===== config.mk =====
export PLATFORM = sky130hd
export DESIGN_NAME = khs_store_unit
export DESIGN_NICKNAME = d
export VERILOG_FILES = /design/src/rtl/khs_pkg.sv /design/src/rtl/khs_decode.sv /design/src/rtl/khs_addr.sv /design/src/rtl/khs_lane.sv /design/src/rtl/khs_except.sv /design/src/rtl/khs_store_unit.sv
export SDC_FILE = /design/constraint.sdc
export NUM_CORES = 1
export LEC_CHECK = 0
export BUFFER_PORTS_ARGS = -buffer_cell sky130_fd_sc_hd__buf_2
export CORE_ASPECT_RATIO = 0.75
export CORE_MARGIN = 1
export CORE_UTILIZATION = 50
export DETAILED_ROUTE_END_ITERATION = 10
export PLACE_DENSITY = 0.79
export REMOVE_ABC_BUFFERS = 1
export SLEW_MARGIN = 0
export SYNTH_ARGS = -nofsm -noshare
export SYNTH_HDL_FRONTEND = slang
export SYNTH_SLANG_ARGS = --single-unit

===== constraint.sdc =====
create_clock -name clk -period 0.8 [get_ports clk]
set_input_delay 0 -clock clk [delete_from_list [all_inputs] [get_ports clk]]
set_output_delay 0 -clock clk [all_outputs]
set_load 0.01 [all_outputs]

===== src/rtl/khs_pkg.sv =====
package khs_pkg;
  localparam logic [5:0] MAJOR_OP = 6'b011000;
  localparam logic [3:0] MINOR_OP = 4'b1010;
  localparam logic [2:0] SUB_OP   = 3'b101;
  localparam int         OFF_W    = 9;
  localparam int         LANES    = 8;

  localparam logic [2:0] SEG_USER_MAP   = 3'd1;
  localparam logic [2:0] SEG_MAP_SHARED = 3'd2;
  localparam logic [2:0] SEG_FLAT_SHARE = 3'd3;

  // two adjacent lanes from lane; lane 7 wraps to lane 0 only when asked
  function automatic logic [LANES-1:0] pair_mask(input logic [2:0] lane, input logic wrap);
    logic [LANES-1:0] m;
    m = '0;
    m[lane] = 1'b1;
    if (lane != 3'd7) m[lane + 3'd1] = 1'b1;
    else if (wrap)    m[0] = 1'b1;
    return m;
  endfunction

  function automatic logic seg_allowed(input logic [2:0] mode);
    return (mode == SEG_USER_MAP) || (mode == SEG_MAP_SHARED) || (mode == SEG_FLAT_SHARE);
  endfunction
endpackage


===== src/rtl/khs_decode.sv =====
module khs_decode
  import khs_pkg::*;
(
  input  logic [31:0]      instr,
  output logic             hit,
  output logic [OFF_W-1:0] off
);
  assign hit = (instr[31:26] == MAJOR_OP) && (instr[15:12] == MINOR_OP) && (instr[11:9] == SUB_OP);
  assign off = instr[OFF_W-1:0];
endmodule


===== src/rtl/khs_addr.sv =====
module khs_addr
  import khs_pkg::*;
#(
  parameter int XLEN = 64
) (
  input  logic [XLEN-1:0]  base,
  input  logic [OFF_W-1:0] off,
  input  logic             big_endian,
  input  logic             rev_endian,
  output logic [XLEN-1:0]  eaddr,
  output logic [2:0]       lane,
  output logic [2:0]       paddr_lo
);
  function automatic logic [XLEN-1:0] sext_off(input logic [OFF_W-1:0] o);
    return {{(XLEN-OFF_W){o[OFF_W-1]}}, o};
  endfunction

  assign eaddr    = base + sext_off(off);
  assign lane     = eaddr[2:0] ^ {big_endian, 2'b00};
  assign paddr_lo = eaddr[2:0] ^ {rev_endian, 2'b00};
endmodule


===== src/rtl/khs_lane.sv =====
module khs_lane
  import khs_pkg::*;
#(
  parameter int XLEN = 64
) (
  input  logic [XLEN-1:0]  rt,
  input  logic [2:0]       lane,
  input  logic             wrap_en,
  output logic [XLEN-1:0]  data,
  output logic [LANES-1:0] be,
  output logic             split
);
  localparam int SHW = $clog2(XLEN);

  always_comb begin
    data = rt << {{(SHW-3){1'b0}}, lane, 3'b000};
    if (lane == 3'd7 && wrap_en) data[7:0] = rt[15:8];
  end

  assign be    = pair_mask(lane, wrap_en);
  assign split = (lane == 3'd7) && !wrap_en;
endmodule


===== src/rtl/khs_except.sv =====
module khs_except
  import khs_pkg::*;
(
  input  logic       hit,
  input  logic       feat_en,
  input  logic       kernel_mode,
  input  logic [2:0] seg_mode,
  input  logic       misalign_ok,
  input  logic       addr_odd,
  output logic       e_resv,
  output logic       e_priv,
  output logic       e_align,
  output logic       go
);
  logic c_resv, c_priv, c_align;
  assign c_resv  = !feat_en;
  assign c_priv  = !kernel_mode || !seg_allowed(seg_mode);
  assign c_align = !misalign_ok && addr_odd;

  assign e_resv  = hit && c_resv;
  assign e_priv  = hit && !c_resv && c_priv;
  assign e_align = hit && !c_resv && !c_priv && c_align;
  assign go      = hit && !c_resv && !c_priv && !c_align;
endmodule


===== src/rtl/khs_store_unit.sv =====
module khs_store_unit
  import khs_pkg::*;
#(
  parameter int XLEN = 64
) (
  input  logic             clk,
  input  logic             rst_n,
  input  logic             req_valid,
  input  logic [31:0]      instr,
  input  logic [XLEN-1:0]  base_val,
  input  logic [XLEN-1:0]  rt_val,
  input  logic             kernel_mode,
  input  logic             feat_en,
  input  logic [2:0]       seg_mode,
  input  logic             big_endian,
  input  logic             rev_endian,
  input  logic             misalign_ok,
  input  logic             wrap_en,
  output logic             rsp_valid,
  output logic             dec_hit,
  output logic             st_req,
  output logic [XLEN-1:0]  eff_addr,
  output logic             xlat_user,
  output logic [2:0]       paddr_lo,
  output logic [LANES-1:0] byte_en,
  output logic [XLEN-1:0]  st_data,
  output logic             split_acc,
  output logic             exc_resv,
  output logic             exc_priv,
  output logic             exc_align
);
  logic             w_hit, w_go, w_er, w_ep, w_ea, w_split;
  logic [OFF_W-1:0] w_off;
  logic [XLEN-1:0]  w_ea_addr, w_data;
  logic [2:0]       w_lane, w_plo;
  logic [LANES-1:0] w_be;

  khs_decode u_dec (.instr(instr), .hit(w_hit), .off(w_off));

  khs_addr #(.XLEN(XLEN)) u_addr (
    .base(base_val), .off(w_off), .big_endian(big_endian), .rev_endian(rev_endian),
    .eaddr(w_ea_addr), .lane(w_lane), .paddr_lo(w_plo)
  );

  khs_lane #(.XLEN(XLEN)) u_lane (
    .rt(rt_val), .lane(w_lane), .wrap_en(wrap_en),
    .data(w_data), .be(w_be), .split(w_split)
  );

  khs_except u_exc (
    .hit(w_hit), .feat_en(feat_en), .kernel_mode(kernel_mode), .seg_mode(seg_mode),
    .misalign_ok(misalign_ok), .addr_odd(w_ea_addr[0]),
    .e_resv(w_er), .e_priv(w_ep), .e_align(w_ea), .go(w_go)
  );

  always_ff @(posedge clk or negedge rst_n) begin
    if (!rst_n) begin
      rsp_valid <= 1'b0;
      dec_hit   <= 1'b0;
      st_req    <= 1'b0;
      eff_addr  <= '0;
      xlat_user <= 1'b0;
      paddr_lo  <= '0;
      byte_en   <= '0;
      st_data   <= '0;
      split_acc <= 1'b0;
      exc_resv  <= 1'b0;
      exc_priv  <= 1'b0;
      exc_align <= 1'b0;
    end else begin
      rsp_valid <= req_valid;
      dec_hit   <= req_valid && w_hit;
      st_req    <= req_valid && w_go;
      eff_addr  <= w_ea_addr;
      xlat_user <= req_valid && w_go && (seg_mode == SEG_USER_MAP);
      paddr_lo  <= w_plo;
      byte_en   <= (req_valid && w_go) ? w_be : '0;
      st_data   <= w_data;
      split_acc <= req_valid && w_go && w_split;
      exc_resv  <= req_valid && w_er;
      exc_priv  <= req_valid && w_ep;
      exc_align <= req_valid && w_ea;
    end
  end

  a_r1_rsp_follows: assert property (@(posedge clk) disable iff (!rst_n)
    req_valid |=> rsp_valid);
  a_r1_no_hit_quiet: assert property (@(posedge clk) disable iff (!rst_n)
    (rsp_valid && !dec_hit) |-> !(st_req || exc_resv || exc_priv || exc_align));
  a_r10_one_exc: assert property (@(posedge clk) disable iff (!rst_n)
    $onehot0({exc_resv, exc_priv, exc_align}));
  a_r10_store_clean: assert property (@(posedge clk) disable iff (!rst_n)
    st_req |-> !(exc_resv || exc_priv || exc_align));
  a_r7_two_lanes: assert property (@(posedge clk) disable iff (!rst_n)
    (st_req && !split_acc) |-> ($countones(byte_en) == 2));
  a_r9_split_edge: assert property (@(posedge clk) disable iff (!rst_n)
    split_acc |-> (byte_en == 8'h80));
  a_r5_xlat_on_store: assert property (@(posedge clk) disable iff (!rst_n)
    xlat_user |-> st_req);
endmodule


==> results.md, run 1 <==
* CTS root buffer: clkbuf_16
* Mapped Cells at 1063
* Row cnt at 43
* Post-synth top area share at 0.376
* Cts bufs inserted at 17
* Commonest cells in the netlist: dfrtp_1, nand2_1, nor2_1
* H-tree depth at 4
* Die X at 162 µm
* Outcome: stopped before the end
* Most frequent cell after synthesis: dfrtp_1
* GR repair worst EP: eff_addr[60]$_DFF_PN0_/D
* Syn Area/Cell at between 9 and 10 µm²
* I/O pins at between 300 and 400
* Post-Synth Adder-Cell Area at 0.0864
* Post-synthesis register bit count at roughly 150
* Stopping stage: global routing
* Worst EP Category: register data pin
* Final HPWL from detailed placement at 28.7 mm
* EDFF count, synth at 0
* Sequential area share after synthesis at 0.376
* Port buffer count at 308
* Top FF cell, synth: dfrtp_1
* Area leader, netlist: dfrtp_1
* Yosys cell types at between 60 and 70
* Clock Sinks at about 150
* Tool error message: [ERROR DPL-0038] Utilization greater than 100%, impossible to legalize
* Synth Area in Simple Gates at 0.174
* YS warnings at 0
* Worst Setup Slack post-DPL at -2.02 ns
* Synth Area in XOR/XNOR at 0.0535
* Starting density of the core at 0.517
* Synthesized area at 9640 µm²
* Largest family of logic cells by synthesized area: compound AO/OA/AOI/OAI gates
* Post-synthesis mux area share at 0.0754
* FFs w/ async S/R, synth at 1.00
* Die Ht at 122 µm
* Routability cong. at 0.977
* Synth top area cells: dfrtp_1, ha_1, a21oi_1, nand2_1, nor2_1
* Pin count of the biggest net entering global routing at 34
* Compound-Gate Fraction of Synth Area at 0.198
* Longest Clk Path Bufs at 2
[cells by family after synthesis]
| group | after synthesis |
|---|---|
| simple gates | 354 |
| fa+ha+maj | 66 |
| mux | 51 |
| buf+inv | 89 |
| xor+xnor | 58 |
| flops | 145 |
| compound gates | 300 |
[metrics by stage]
step	hold WS (ns)	instances	instance area, µm²	TNS [ns]	util
floorplan	-0.296	1001	9390	-239.45	-
detailed placement	-0.0963	1894	13900	-196.58	0.744
CTS	-0.102	2033	17600	-136.69	0.944
global placement	-0.0981	1894	13900	-189.22	0.744
[what timing repair did]
item,4_1_cts
pin swaps,154
gates cloned,7
hold buffers,33
endpoints found under the setup margin,286
endpoints found under the hold margin,186
buffers inserted,76
gates resized for setup,446
==> run 2: changes to the inputs <==
--- a/config.mk
+++ b/config.mk
@@ -6,11 +6,10 @@
 export NUM_CORES = 1
 export LEC_CHECK = 0
 export BUFFER_PORTS_ARGS = -buffer_cell sky130_fd_sc_hd__buf_2
-export CORE_ASPECT_RATIO = 0.75
 export CORE_MARGIN = 1
-export CORE_UTILIZATION = 50
+export CORE_UTILIZATION = 35
 export DETAILED_ROUTE_END_ITERATION = 10
-export PLACE_DENSITY = 0.79
+export PLACE_DENSITY_LB_ADDON = 0.15
 export REMOVE_ABC_BUFFERS = 1
 export SLEW_MARGIN = 0
 export SYNTH_ARGS = -nofsm -noshare
==> results.md, run 2 <==
* Outcome: complete, but fails checks
* Failing checks: negative hold slack, negative setup slack
* Met2 GRT Util at 0.497
* CP Max Fanout at 6
* Post-synthesis register bit count at 145
* Post-route DRC violation count at 0
* Max Clk Rate at 454 MHz
* Layout cell share with drive strength beyond 1 at 0.633
* Worst endpoint required time at 1.10 ns
* Area leader, netlist: dfrtp_1
* Core Footprint at 27000 µm²
* Die area at 28200 µm²
* Peak supply drop at 1180 µV
* DR WL/cell at 20.5 µm
* Final setup margin at -1.40 ns
* Port buffer count at 308
* Starting density of the core at 0.357
* Syn Area/Cell at 9.07 µm²
* Hold WC Path Type: input pin to flip-flop
* Placed cells at 2009
* Pin count of the biggest net entering global routing at 36
* Period utilization at 2.75
* ANT nets after route at 0
* Vias in the first global route at 11510
* Total number of vias at 11752
* Leak at roughly 0.0090 µW
* Synth top area cells: dfrtp_1, ha_1, a21oi_1, nand2_1, nor2_1
* Most frequent cells in the layout: buf_4, buf_2, dfrtp_1
* Most common cell after layout, fill and taps aside: buf_4
* Actual slew at the worst max-slew pin at ~0.60 ns
* Synthesized area at around 9600 µm²
* H-tree depth at 4
* Reg with most FFs: st_data
* Met3 Use GR at 0.0348
* Total GRT Usage at 0.284
* Max reg flops at 64
* Die Ht at 168 µm
* Routability cong. at 0.917
* Cts bufs inserted at 17
* Yosys cell types at between 60 and 70
* Top FF cell, synth: dfrtp_1
* Setup TNS at -146.22 ns
* Crit path DAT at 2.50 ns
* Vias/cell at approximately 5.4
* Total Routed Length at around 45 mm
* First-pass GRT wire length at 62.2 mm
* Final setup violating endpoints at between 200 and 300
* Crit Path Category: input pin to flip-flop
* Met1 Usage GRT at 0.343
* I/O pins at 319
* Sequential area share after synthesis at 0.376
* GRT overflow at 0
* Clock Sinks at approximately 150
* Initial antenna violation count at 1
* Worst rel slew slack at 0.594
* Max Cap Viol at 0
* Mapped Cells at roughly 1100
* Most frequent cell after synthesis: dfrtp_1
* Post-synth top area share at 0.376
* Biggest regs: st_data (64), eff_addr (62), byte_en (8)
* DRT Pass-1 Iters at 6
* RSZ-0062 raised after global routing: yes
* Core Util, Final at 0.713
* Fin cells at 2175
* Row cnt at 60
* GRT busiest layer: met2
* Reg clk slew, reported paths at 0.07 ns
* EDFF count, synth at 0
* Max-slew violations at 0
* Pwr dens at 1840 nW/µm²
* Min cycle time layout at 2.20 ns
* Final hold violations at 14
* Commonest cells in the netlist: dfrtp_1, nand2_1, nor2_1
* Worst setup EP type: flip-flop
* CTS tree: built
* CTS root buffer: clkbuf_16
* Min Hold Slack at -0.139 ns
* FFs w/ async S/R, synth at 1.00
* Die X at 168 µm
* YS warnings at 0
* Longest Clk Path Bufs at 2
* DR iter-0 viols at 814
* Nets at 2059
* Syn-to-layout area delta at 99.7%
* Startpoint Class: input pin
* Final HPWL from detailed placement at around 28 mm
## run 2: power by group
group | switching, µW | total, µW | leakage [µW] | internal [µW]
logic | 8730 | 18000 | 0.00695 | 9250
registers | 547 | 9280 | 0.00179 | 8730
clock network | 3850 | 8230 | 0.000265 | 4380
total | 13100 | 35500 | 0.00901 | 22400
## run 2: cell families after synthesis
kind of cell               synth area share
xor gates and xnor gates             0.0535
DFF                                   0.376
buffers and inverters                0.0371
AOI/OAI and AO/OA                     0.198
muxes                                0.0754
and+or+nand+nor                       0.174
adders and majority gates            0.0864
## run 2: stage by stage
| step | total power, µW | setup slack (ns) | cell area, µm² |
|---|---|---|---|
| 2_1_floorplan | 14800 | -3.08 | 9390 |
| 3_3_place_gp | 20900 | -1.93 | 14200 |
| 3_5_place_dp | 20900 | -1.99 | 14200 |
| 6_report | 35500 | -1.40 | 19300 |
| 4_1_cts | 32700 | -1.21 | 17600 |
| 5_1_grt | 37000 | -1.47 | 19300 |
## run 2: worst max-delay path: stages
cell	delay, ns
buf_12	0.13
buf_16	0.16
ha_4	0.25
a21oi_4	0.18
o21a_1	0.33
o32ai_4	0.13
or3_1	0.37
a31o_1	0.28
or2_4	0.29
a2111oi_4	0.31
a211oi_2	0.06
## run 2: final timing paths
path / cells after the start / to / startpoint / slack, ns
worst max-delay path: 11 / eff_addr[49]$_DFF_PN0_ / instr[8] / -1.40
worst min-delay path: 4 / dec_hit$_DFF_PN0_ / instr[26] / -0.14
min in group asynchronous: 2 / byte_en[6]$_DFF_PN0_ / rst_n / -0.02
max in group asynchronous: 3 / eff_addr[60]$_DFF_PN0_ / rst_n / 0.35
## run 2: per-layer routing
layer	up-vias	part of all wire
met5	-	0
met2	537	0.50
met1	5693	0.39
li1	5385	-
met4	0	0.052
met3	137	0.055
## run 2: what timing repair did
action	CTS	global route
endpoints found under the setup margin	286	286
endpoints found under the hold margin	192	17
cloned	9	1
pin swaps	141	129
resized for setup	408	292
setup buffers	46	61
hold buffers	35	5
## run 2: layout make-up
cell class                 count  area [µm²]
clock inverter                14         145
tap                          341         427
antenna                        1        2.50
fill                        1892        7760
multi-input combinational    829        8140
sequential                   145        3630
clock buffer                  17         425
inverter                      27         106
timing repair buffer         801        6390
Note: power is estimated with default switching activity, not from simulation.
==> run 3: changes to the inputs <==
--- a/config.mk
+++ b/config.mk
@@ -8,6 +8,7 @@
 export BUFFER_PORTS_ARGS = -buffer_cell sky130_fd_sc_hd__buf_2
 export CORE_MARGIN = 1
 export CORE_UTILIZATION = 35
+export CTS_BUF_LIST = sky130_fd_sc_hd__clkbuf_4 sky130_fd_sc_hd__clkbuf_8
 export DETAILED_ROUTE_END_ITERATION = 10
 export PLACE_DENSITY_LB_ADDON = 0.15
 export REMOVE_ABC_BUFFERS = 1
==> results.md, run 3 (synthesis results as in run 2) <==
* Outcome: complete, but fails checks
* Failing checks: negative hold slack, negative setup slack
* Internal Power at 20500 µW
* Crit-path slowest cell: nor4_2
* Final setup violating endpoints at between 200 and 300
* Crit Path Category: input pin to flip-flop
* Sw power at ~13000 µW
* Final hold violations at 35
* I/O pins at ~320
* Pin count of the biggest net entering global routing at 36
* Placed cells at about 2000
* Biggest regs: st_data (64), eff_addr (62), byte_en (8)
* Crit path DAT at 2.40 ns
* Hold WC Path Type: input pin to flip-flop
* Setup TNS at -151.77 ns
* CP Max Fanout at 6
* Die area at 28200 µm²
* Total Routed Length at 43.2 mm
* Starting density of the core at 0.357
* Comb pwr share at 0.537
* Worst path depth at 13
* Nets at 2069
* Min cycle time layout at slightly above 2 ns
* Max Clk Rate at 487 MHz
* Worst endpoint required time at 1.15 ns
* Hold path start: instr[12]
* Core Footprint at 27000 µm²
* Storage cell area at 3630 µm²
* Port buffer count at 308
* Final setup margin at -1.25 ns
* Startpoint Class: input pin
* Worst Hold Path EP: dec_hit$_DFF_PN0_
* Clock Sinks at about 150
* Proportion of power drawn by the clock network at 0.184
* Min Hold Slack at -0.195 ns
* Peak supply drop at roughly 1300 µV
* H-tree depth at 4
* Fill cell count at 1913
* Vias/cell at 5.36
* Worst setup EP type: flip-flop
* Post-route DRC violation count at 0
* Reg with most FFs: st_data
* Kind of cell adding the most delay to the critical path: simple AND/OR/NAND/NOR gates
* DR iter-0 viols at 809
* First-pass GRT wire length at 62.5 mm
* Reg clk slew, reported paths at approximately 0.10 ns
* Max reg flops at 64
* Final HPWL from detailed placement at 27.8 mm
* DR WL/cell at 19.7 µm
* Total number of vias at 11708
* Sequential share of power at 0.279
* Cells on Worst Hold Path at 4
* Actual slew at the worst max-slew pin at 0.665 ns
* Max Cap Viol at 0
* Layout cell share with drive strength beyond 1 at 0.621
* Die Ht at 168 µm
* CTS root buffer: clkbuf_8
* Leak at around 0.0089 µW
* Cts bufs inserted at 17
* Switching Share at 0.380
* Longest Clk Path Bufs at 2
* Max-slew violations at 0
* Die X at 168 µm
* Worst rel slew slack at 0.552
* ANT nets after route at 0
* Multi-input logic area at 7980 µm²
* Initial antenna violation count at 1
* Vias in the first global route at 11638
* CP bufs+invs at 4
* Most common cell after layout, fill and taps aside: buf_4
* RSZ-0062 raised after global routing: yes
* Worst Setup Slack post-DPL at -1.99 ns
* Row cnt at 60
* Period utilization at 2.57
* DRT Pass-1 Iters at 6
* Fin cells at about 2200
* Routability cong. at 0.917
* Most used cell, CP: buf_12
* Syn-to-layout area delta at 96.9%
* GRT overflow at 0
* CTS tree: built
* Delay of the slowest cell on the worst path at between 0.3 and 0.4 ns
* Most frequent cells in the layout: buf_4, buf_2, dfrtp_1
* Pwr dens at approximately 1700 nW/µm²
* Cell Chain, Critical Path: buf_12 > buf_12 > buf_8 > ha_4 > and2_1 > nand3_2 > nor4_2 > nand3b_1 > o21ai_2 > o31ai_1 > buf_4 > a31oi_4 > xnor2_1
* Total GRT Usage at 0.284
-- run 3: final cells by class --
cell class / instances / share of cell area
inverter: 27 / 0.00547
timing repair buffer: 811 / 0.340
clock buffer: 17 / 0.0123
antenna: 2 / 0.000264
tap: 341 / 0.0225
multi-input combinational: 829 / 0.420
clock inverter: 14 / 0.00764
sequential: 145 / 0.191
-- run 3: metrics by stage --
stage	instance area [µm²]	power, µW	util
6_report	19000	33100	0.703
5_1_grt	19000	34700	0.702
4_1_cts	17500	30700	0.648
3_5_place_dp	14200	20900	0.524
3_3_place_gp	14200	20900	0.524
2_1_floorplan	9390	14800	-
-- run 3: how the worst max path moves through the flow --
stage | slack [ns] | startpoint | end
2_1_floorplan | -3.08 | instr[0] | st_data[0]$_DFF_PN0_
3_3_place_gp | -1.93 | instr[8] | eff_addr[49]$_DFF_PN0_
3_5_place_dp | -1.99 | instr[8] | eff_addr[49]$_DFF_PN0_
4_1_cts | -1.17 | instr[8] | eff_addr[56]$_DFF_PN0_
5_1_grt | -1.34 | instr[0] | eff_addr[60]$_DFF_PN0_
6_report | -1.25 | instr[8] | eff_addr[60]$_DFF_PN0_
-- run 3: what timing repair did --
item	CTS	global route
pin swaps	156	122
endpoints found under the hold margin	225	35
gates resized for setup	399	258
setup endpoints to repair	285	287
hold buffers	41	5
setup buffers	59	53
cloned	10	0
-- run 3: per-layer routing --
layer  vias up  share of wire  GRT usage
li1       5413              -          -
met1      5678           0.39      0.340
met2       497           0.51      0.509
met3       120          0.051     0.0357
met4         0          0.046      0.125
met5         -              0          0
-- run 3: power by group through the flow --
| stage | combinational [µW] | clock (µW) | sequential (µW) |
|---|---|---|---|
| 3_5_place_dp | 11700 | 0 | 9280 |
| 4_1_cts | 15400 | 6190 | 9150 |
| 3_3_place_gp | 11600 | 0 | 9300 |
| 6_report | 17800 | 6100 | 9250 |
| 2_1_floorplan | 4780 | 0 | 10000 |
| 5_1_grt | 18800 | 6480 | 9370 |
